--- config.mk ---
export PLATFORM = sky130hd
export DESIGN_NAME = ipi_unit
export DESIGN_NICKNAME = d
export VERILOG_FILES = /design/src/rtl/ipi_pkg.sv /design/src/rtl/ipi_cmd_decode.sv /design/src/rtl/ipi_source_bank.sv /design/src/rtl/ipi_readback.sv /design/src/rtl/ipi_unit.sv
export SDC_FILE = /design/constraint.sdc
export NUM_CORES = 1
export LEC_CHECK = 0
export CAP_MARGIN = 20
export CORE_ASPECT_RATIO = 1.2
export CORE_UTILIZATION = 35
export DETAILED_ROUTE_END_ITERATION = 7
export DONT_BUFFER_PORTS = 1
export PLACE_DENSITY_LB_ADDON = 0.05
export RECOVER_POWER = 50
export SLEW_MARGIN = 20
export SYNTH_ARGS = -nofsm -noshare
export SYNTH_HDL_FRONTEND = slang
export SYNTH_SLANG_ARGS = --single-unit
--- constraint.sdc ---
create_clock -name clk -period 4.7 [get_ports clk]
set_clock_uncertainty 0.2 [all_clocks]
set_input_delay 0.94 -clock clk [delete_from_list [all_inputs] [get_ports clk]]
set_output_delay 0.94 -clock clk [all_outputs]
set_load 0.02 [all_outputs]
--- src/rtl/ipi_pkg.sv ---
package ipi_pkg;
  typedef enum logic [1:0] {
    OP_RAISE  = 2'd0,
    OP_STATUS = 2'd1,
    OP_SOURCE = 2'd2,
    OP_ACK    = 2'd3
  } ipi_op_e;
endpackage

--- src/rtl/ipi_cmd_decode.sv ---
module ipi_cmd_decode #(
  parameter int NUM_CORES = 4,
  parameter int ID_W = 2,
  localparam int CELLS = NUM_CORES * NUM_CORES
) (
  input  logic             clk,
  input  logic             rst,
  input  logic             cmd_valid,
  input  logic [1:0]       cmd_op,
  input  logic [ID_W-1:0]  cmd_issuer,
  input  logic [ID_W-1:0]  cmd_target,
  output logic [CELLS-1:0] set_bits,
  output logic [CELLS-1:0] clr_bits,
  output logic [CELLS-1:0] pick_bits,
  output logic             q_status,
  output logic             q_source
);
  import ipi_pkg::*;

  ipi_op_e op;
  logic    ids_ok;

  assign op     = ipi_op_e'(cmd_op);
  assign ids_ok = (int'(cmd_issuer) < NUM_CORES) && (int'(cmd_target) < NUM_CORES);

  assign q_status = cmd_valid && ids_ok && (op == OP_STATUS);
  assign q_source = cmd_valid && ids_ok && (op == OP_SOURCE);

  // cell index t*NUM_CORES+s : sender s pending on target t
  always_comb begin
    set_bits  = '0;
    clr_bits  = '0;
    pick_bits = '0;
    for (int t = 0; t < NUM_CORES; t++) begin
      for (int s = 0; s < NUM_CORES; s++) begin
        if (cmd_valid && ids_ok) begin
          if (op == OP_RAISE && cmd_target == ID_W'(t) && cmd_issuer == ID_W'(s))
            set_bits[t*NUM_CORES+s] = 1'b1;
          if (op == OP_ACK && cmd_issuer == ID_W'(t) && cmd_target == ID_W'(s))
            clr_bits[t*NUM_CORES+s] = 1'b1;
        end
        if (cmd_target == ID_W'(t) && cmd_issuer == ID_W'(s))
          pick_bits[t*NUM_CORES+s] = 1'b1;
      end
    end
  end

  // a single command touches at most one cell
  assert_single_strobe_R2: assert property (@(posedge clk) disable iff (rst)
    $onehot0({set_bits, clr_bits}));
endmodule

--- src/rtl/ipi_source_bank.sv ---
module ipi_source_bank #(
  parameter int NUM_CORES = 4,
  localparam int CELLS = NUM_CORES * NUM_CORES
) (
  input  logic                 clk,
  input  logic                 rst,
  input  logic [CELLS-1:0]     set_bits,
  input  logic [CELLS-1:0]     clr_bits,
  output logic [CELLS-1:0]     src_flat,
  output logic [NUM_CORES-1:0] irq
);
  logic [CELLS-1:0]     src_q, src_nx;
  logic [NUM_CORES-1:0] irq_nx, irq_q;

  assign src_nx = (src_q & ~clr_bits) | set_bits;

  generate
    for (genvar t = 0; t < NUM_CORES; t++) begin : g_line
      assign irq_nx[t] = |src_nx[t*NUM_CORES +: NUM_CORES];
    end
  endgenerate

  always_ff @(posedge clk) begin
    if (rst) begin
      src_q <= '0;
      irq_q <= '0;
    end else begin
      src_q <= src_nx;
      irq_q <= irq_nx;
    end
  end

  assign src_flat = src_q;
  assign irq      = irq_q;

  generate
    for (genvar c = 0; c < CELLS; c++) begin : g_cell_chk
      assert_set_lands_R2: assert property (@(posedge clk) disable iff (rst)
        set_bits[c] |=> src_q[c]);
      assert_clear_lands_R6: assert property (@(posedge clk) disable iff (rst)
        clr_bits[c] |=> !src_q[c]);
    end
  endgenerate

  assert_idle_holds_R9: assert property (@(posedge clk) disable iff (rst)
    (set_bits == '0 && clr_bits == '0) |=> $stable(src_q));
endmodule

--- src/rtl/ipi_readback.sv ---
module ipi_readback #(
  parameter int NUM_CORES = 4,
  parameter int ID_W = 2,
  localparam int CELLS = NUM_CORES * NUM_CORES
) (
  input  logic                 clk,
  input  logic                 rst,
  input  logic                 q_status,
  input  logic                 q_source,
  input  logic [ID_W-1:0]      cmd_issuer,
  input  logic [CELLS-1:0]     pick_bits,
  input  logic [CELLS-1:0]     src_flat,
  output logic [NUM_CORES-1:0] readback
);
  logic [NUM_CORES-1:0] own_row;
  logic                 status_bit;
  logic [NUM_CORES-1:0] rb_q;

  always_comb begin
    own_row = '0;
    for (int r = 0; r < NUM_CORES; r++)
      if (cmd_issuer == ID_W'(r)) own_row = src_flat[r*NUM_CORES +: NUM_CORES];
  end

  assign status_bit = |(src_flat & pick_bits);

  always_ff @(posedge clk) begin
    if (rst)           rb_q <= '0;
    else if (q_status) rb_q <= NUM_CORES'(status_bit);
    else if (q_source) rb_q <= own_row;
  end

  assign readback = rb_q;

  assert_hold_R8: assert property (@(posedge clk) disable iff (rst)
    !(q_status || q_source) |=> $stable(rb_q));
  assert_status_narrow_R3: assert property (@(posedge clk) disable iff (rst)
    q_status |=> (rb_q >> 1) == '0);
endmodule

--- src/rtl/ipi_unit.sv ---
module ipi_unit #(
  parameter int NUM_CORES = 4,
  localparam int ID_W = (NUM_CORES > 1) ? $clog2(NUM_CORES) : 1,
  localparam int CELLS = NUM_CORES * NUM_CORES
) (
  input  logic                 clk,
  input  logic                 rst,
  input  logic                 cmd_valid,
  input  logic [1:0]           cmd_op,
  input  logic [ID_W-1:0]      cmd_issuer,
  input  logic [ID_W-1:0]      cmd_target,
  output logic [NUM_CORES-1:0] readback,
  output logic [NUM_CORES-1:0] irq
);
  import ipi_pkg::*;

  logic [CELLS-1:0] set_bits, clr_bits, pick_bits, src_flat;
  logic             q_status, q_source;

  ipi_cmd_decode #(.NUM_CORES(NUM_CORES), .ID_W(ID_W)) u_decode (
    .clk(clk), .rst(rst), .cmd_valid(cmd_valid), .cmd_op(cmd_op),
    .cmd_issuer(cmd_issuer), .cmd_target(cmd_target),
    .set_bits(set_bits), .clr_bits(clr_bits), .pick_bits(pick_bits),
    .q_status(q_status), .q_source(q_source)
  );

  ipi_source_bank #(.NUM_CORES(NUM_CORES)) u_bank (
    .clk(clk), .rst(rst), .set_bits(set_bits), .clr_bits(clr_bits),
    .src_flat(src_flat), .irq(irq)
  );

  ipi_readback #(.NUM_CORES(NUM_CORES), .ID_W(ID_W)) u_rb (
    .clk(clk), .rst(rst), .q_status(q_status), .q_source(q_source),
    .cmd_issuer(cmd_issuer), .pick_bits(pick_bits), .src_flat(src_flat),
    .readback(readback)
  );

  logic [NUM_CORES-1:0] issuer_row;
  always_comb begin
    issuer_row = '0;
    for (int r = 0; r < NUM_CORES; r++)
      if (cmd_issuer == ID_W'(r)) issuer_row = src_flat[r*NUM_CORES +: NUM_CORES];
  end

  assert_reset_quiet_R1: assert property (@(posedge clk)
    $past(rst) |-> (irq == '0 && readback == '0));

  assert_raise_asserts_R2: assert property (@(posedge clk) disable iff (rst)
    (cmd_valid && cmd_op == OP_RAISE) |=> irq[$past(cmd_target)]);

  assert_last_ack_drops_R7: assert property (@(posedge clk) disable iff (rst)
    (cmd_valid && cmd_op == OP_ACK &&
     issuer_row == (NUM_CORES'(1) << cmd_target)) |=> !irq[$past(cmd_issuer)]);
endmodule

==> results of run 1 <==
[cell usage in the layout (no fill, tap or decap), types with 3 or more instances in the layout]
master    instances
nor3b_1           3
nor2_1           19
a41oi_1           4
o21ai_0           4
a22oi_1          16
dfxtp_1          24
nand3_1           4
nand2_1          25
a221oi_1          3
clkbuf_8          4
mux4_2            5
mux2i_1           4
[worst max path at each step]
stage	cells past startpoint	to	slack [ns]
6_report	3	u_bank.irq[1]	2.59
5_1_grt	3	u_bank.irq[1]	2.52
4_1_cts	0	readback[0]	2.80
3_5_place_dp	3	u_rb.readback[0]	2.60
3_3_place_gp	3	u_bank.irq[1]	2.59
2_1_floorplan	4	u_rb.readback[0]	2.52
[area by class of cell]
type	instances	area, µm²
Clock buffer	4	55.1
Tap cell	52	65.1
Multi-Input combinational cell	112	782
Fill cell	400	2300
Inverter	2	7.51
Sequential cell	24	480
[per-layer routing]
layer / up-vias / track usage (%)
li1: 544 / -
met1: 533 / 23.4
met2: 63 / 30.3
met3: 10 / 2.78
met4: 0 / 7.41
met5: - / 0
[stage by stage]
step,instances,instance area [µm²],hold slack (ns),util (%),worst slack (ns)
CTS,194,1410,0.372,38.2,2.80
detailed placement,190,1360,0.351,36.7,2.60
global placement,190,1360,0.351,36.7,2.59
floorplan,149,1370,0.293,-,2.52
finish,194,1390,0.362,37.6,2.59
global route,194,1390,0.395,37.6,2.52
[cell families after synthesis]
kind of cell           after synthesis  share of synthesized area [%]
muxes                                9                           11.2
DFF                                 24                           35.1
and+or+nand+nor                     69                           28.4
AOI/OAI and AO/OA                   34                           19.2
buffers and inverters               13                           6.13
[flip-flops by register name (all words and copies together) (netlist names)]
signal           count
u_bank.irq           4
u_bank.src_flat     16
u_rb.readback        4
[synthesized netlist by cell type, types with 2 or more instances]
cell type  number  area [µm²]
a41oi_1         4        35.0
and4b_1         2        20.0
nor3_2          3        30.0
a22oi_1        16         120
a221oi_1        3        26.3
nand2_1        25        93.8
buf_4           2        15.0
and3b_1         2        17.5
nand2b_1        2        12.5
clkbuf_1        2        7.51
nand3_1         4        20.0
inv_1           2        7.51
o21ai_0         4        20.0
nor2b_1         2        12.5
buf_6           3        33.8
mux2i_1         4        40.0
mux4_2          5         113
buf_2           4        20.0
nor2_1         19        71.3
nor3b_2         2        25.0
dfxtp_1        24         480
[tightest hold or removal path, delay by kind of cell (launching register included)]
family,cells,cell delay (ns)
AOI/OAI and AO/OA,1,0.09
DFF,1,0.35
and+or+nand+nor,1,0.08
[power by group]
| group | leakage [nW] | switching (mW) | internal, mW |
|---|---|---|---|
| combinational | 0.212 | 0.0128 | 0.0129 |
| sequential | 0.194 | 0.00396 | 0.206 |
| clock | 0.0288 | 0.0667 | 0.0749 |
| total | 0.434 | 0.0835 | 0.294 |
==> flow_summary.ini, run 1 <==
[sta]
fmax_mhz = 473
rsz0062_at_grt = no
slew_violations = 0
tns_ns = 0
min_period_ns = 2.11
final_hold_viol_count = 0
relSlewSlack_pct = 49.4
worst_pin_slew_ns = 0.749
period_share_pct = 44.9
setup_violations = 0

[drt]
wl_per_cell_um = 18.0
routed_wl_um = 3490
viasPerCell = 5.93
dr.pass1.iters = 4
drt-met1-wl_um = 1360
top_layer_used = met4
drt_iter0_markers = 78
dr_wl_met2_um = 1720
num_vias = 1150
met3RoutedLength_um = 306
drc = 0
antenna_left = 0

[cells_and_area]
syn_to_final_growth_pct = 1.65
insertedDiodeCount = 0
final_nets = 152
drive_above_1_share_pct = 9.86

[clock_tree]
numCtsBuffers = 3
clock_path_buffers = 2
cts_resized = 0
clock_latency_ns = 0.27
tritoncts = done
cts_max_level = 1
ctsHoldBuffers = 0
cts_root_buf = clkbuf_8
clock-sinks = 24
post-cts-setup-buffers = 0
clk_pin_slew_ns = 0.08

[global_route]
grtUsageTotal_pct = 18.4
grt_pass1_vias = 1142
grt_max_degree = 25
grt_overflow = 0
grt_pass1_wl_um = 5690
antenna_found_initial = 0

[floorplanning]
io_pins = 17
die_w_um = 59.1
die_h_um = 70.5
core_area_mm2 = 0.00369
fp-row-count = 24
start_util_pct = 37.0
dieArea_mm2 = 0.00416

[min_path]
hold_depth = 2
hp-start = u_bank.src_flat[14]
hold_end = u_bank.src_flat[14]
hold_path.class = reg -> reg

[job]
cap_violations = 0

[yosys]
syn-cell-area_mm2 = 0.00137
avgSynthCellArea_um2 = 9.18
ys_async_sr_fraction_pct = 0
ys_seq_area_share_pct = 35.1
synth_flop_cell = dfxtp_1
synth_edf_count = 0
synth_fp_nets = 158
postSynthCellCount = 149
yosysWarnings = 0
ys_ff_latch = 24
synth_cell_types = 36

[critical_path]
reg2reg_slack_ns = 3.24
slowest_delay_ns = 0.66
cp.required_ns = 4.70
cp_data_arrival_time_ns = 2.11
crit_buf_inv = 0
critical-path-top-delay-family = simple AND/OR/NAND/NOR gates
slowest_stage = nor4b_1
reg2regPathDepth = 3
r2r_start = u_bank.src_flat[2]
setup.worst_path.class = in -> reg
path_cells = nor4b_1, a22oi_1, a41oi_1
cp_max_fo = 15
end_kind = register
start_kind = input pin
crit_start = cmd_op[0]
timing.rr.end = u_rb.readback[0]

[power_and_ir_drop]
ir_worst_vdd_mv = 0.123
p_leak_nw = 0.434
p_total_mw = 0.377
power.density_mw_per_mm2 = 271

[status]
status = complete, no violations

[placed_design]
gp_congestion = 0.829
dp_hpwl_um = 2620
port_buffers = 0
Note: power is estimated with default switching activity, not from simulation.
==> run 2, diff against run 1 <==
Clock period 4.7 ns to 2.1 ns, I/O delays scaled along.
==> run 2 against run 1 <==
  * Die area is the same
  * Setup slack got worse by 2.0 ns
  * Global-route usage is 0.35 points higher
  * Sequential power is 120% higher
  * Routed wire length grew 5.0%
  * Clock power rose by 130%
  * Critical path depth stayed put
  * Sequential share of layout area shrank 0.97 points
  * Largest power group unchanged
  * First-iteration DRC count fell by 19%
  * Via count grew 1.4%
==> flow_summary.ini, run 2 (same netlist as run 1, synthesis figures left out) <==
[status]
status = complete, no violations

[sta]
post-route-worst-setup-slack_ns = 0.572
rsz0062_at_grt = no
final_hold_viol_count = 0
setup_violations = 0
worst_pin_slew_ns = 0.675
min_period_ns = 1.53
period_share_pct = 72.7
relSlewSlack_pct = 54.4
fmax_mhz = 655
slew_violations = 0
tns_ns = 0

[power_and_ir_drop]
p_leak_nw = 0.451
power.density_mw_per_mm2 = 600
ir_worst_vdd_mv = 0.278
p_total_mw = 0.858

[drt]
num_vias = 1166
dr.pass1.iters = 4
drt_iter0_markers = 63
drc = 0
viasPerCell = 5.89
antenna_left = 0
routed_wl_um = 3660
wl_per_cell_um = 18.5

[clock_tree]
cts_max_level = 1
clock_latency_ns = 0.27
clock_path_buffers = 2
numCtsBuffers = 3
tritoncts = done
clk_pin_slew_ns = 0.09
clock-sinks = 24
cts_root_buf = clkbuf_8

[cells_and_area]
fill_cells = 412
insertedDiodeCount = 0
final_core_util_pct = 38.7
regArea_um2 = 480
drive_above_1_share_pct = 9.59
stdcell_count = 198
final_nets = 156
final_common_cell = nand2_1
layout_common_cells = 25 x nand2_1, 24 x dfxtp_1, 19 x nor2_1
largest_reg_flops = 16
syn_to_final_growth_pct = 4.57
multi_input_area_um2 = 782

[min_path]
hold_path.class = in -> reg
hold_depth = 1

[global_route]
grt_pass1_wl_um = 5810
grt_max_degree = 25
grt_overflow = 0
antenna_found_initial = 0
grt_pass1_vias = 1136
grtUsageTotal_pct = 18.7

[critical_path]
end_kind = register
setup.worst_path.class = in -> reg
reg2regPathDepth = 3
cp_data_arrival_time_ns = 1.53
cp.required_ns = 2.10
cp_max_fo = 15
start_kind = input pin

[placed_design]
dp_hpwl_um = 2630
numPlacedInstances = 190
port_buffers = 0
gp_congestion = 0.830
dp_slack_ns = 0.520

[job]
cap_violations = 0

[floorplanning]
fp-row-count = 24
core_area_mm2 = 0.00369
die_h_um = 70.5
dieArea_mm2 = 0.00416
start_util_pct = 37.0
io_pins = 17
die_w_um = 59.1
## run 2: layout make-up
class	count	area share (%)
Clock buffer	4	3.85
Inverter	2	0.525
Multi-Input combinational cell	112	54.7
Sequential cell	24	33.6
Tap cell	52	4.55
Timing Repair Buffer	4	2.80
## run 2: stage by stage
step / instance area, µm² / hold slack, ns
finish: 1430 / 0.00877
global route: 1430 / 0.00272
CTS: 1420 / 0.00331
detailed placement: 1360 / 0.292
global placement: 1360 / 0.292
floorplan: 1370 / 0.288
## run 2: final timing paths
path	from	endpoint	slack [ns]
setup / recovery	cmd_op[0]	u_bank.irq[1]	0.57
setup reg to reg	u_bank.src_flat[3]	u_rb.readback[0]	0.63
hold reg to reg	u_bank.src_flat[14]	u_bank.src_flat[14]	0.36
hold / removal	rst	u_bank.src_flat[8]	0.009
## run 2: worst max-delay path, stage by stage
cell	delay, ns
nor4b_1	0.60
a22oi_1	0.25
a41oi_1	0.25
## run 2: repair_timing
item / CTS / global route
endpoints found under the hold margin: 1 / 6
buffers inserted: 0 / 0
hold buffers: 1 / 3
resized for setup: 0 / 0
## run 2: power by group
group | internal [mW] | switching, mW
logic | 0.0339 | 0.0327
registers | 0.461 | 0.00885
clock network | 0.168 | 0.154
## run 2: routing by layer
metal / GRT usage (%) / up-vias / part of all wire, %
met5: 0 / - / 0
met4: 6.08 / 0 / 1.5
met3: 2.78 / 7 / 6.0
met2: 30.4 / 44 / 49
met1: 24.9 / 562 / 43
li1: - / 553 / -
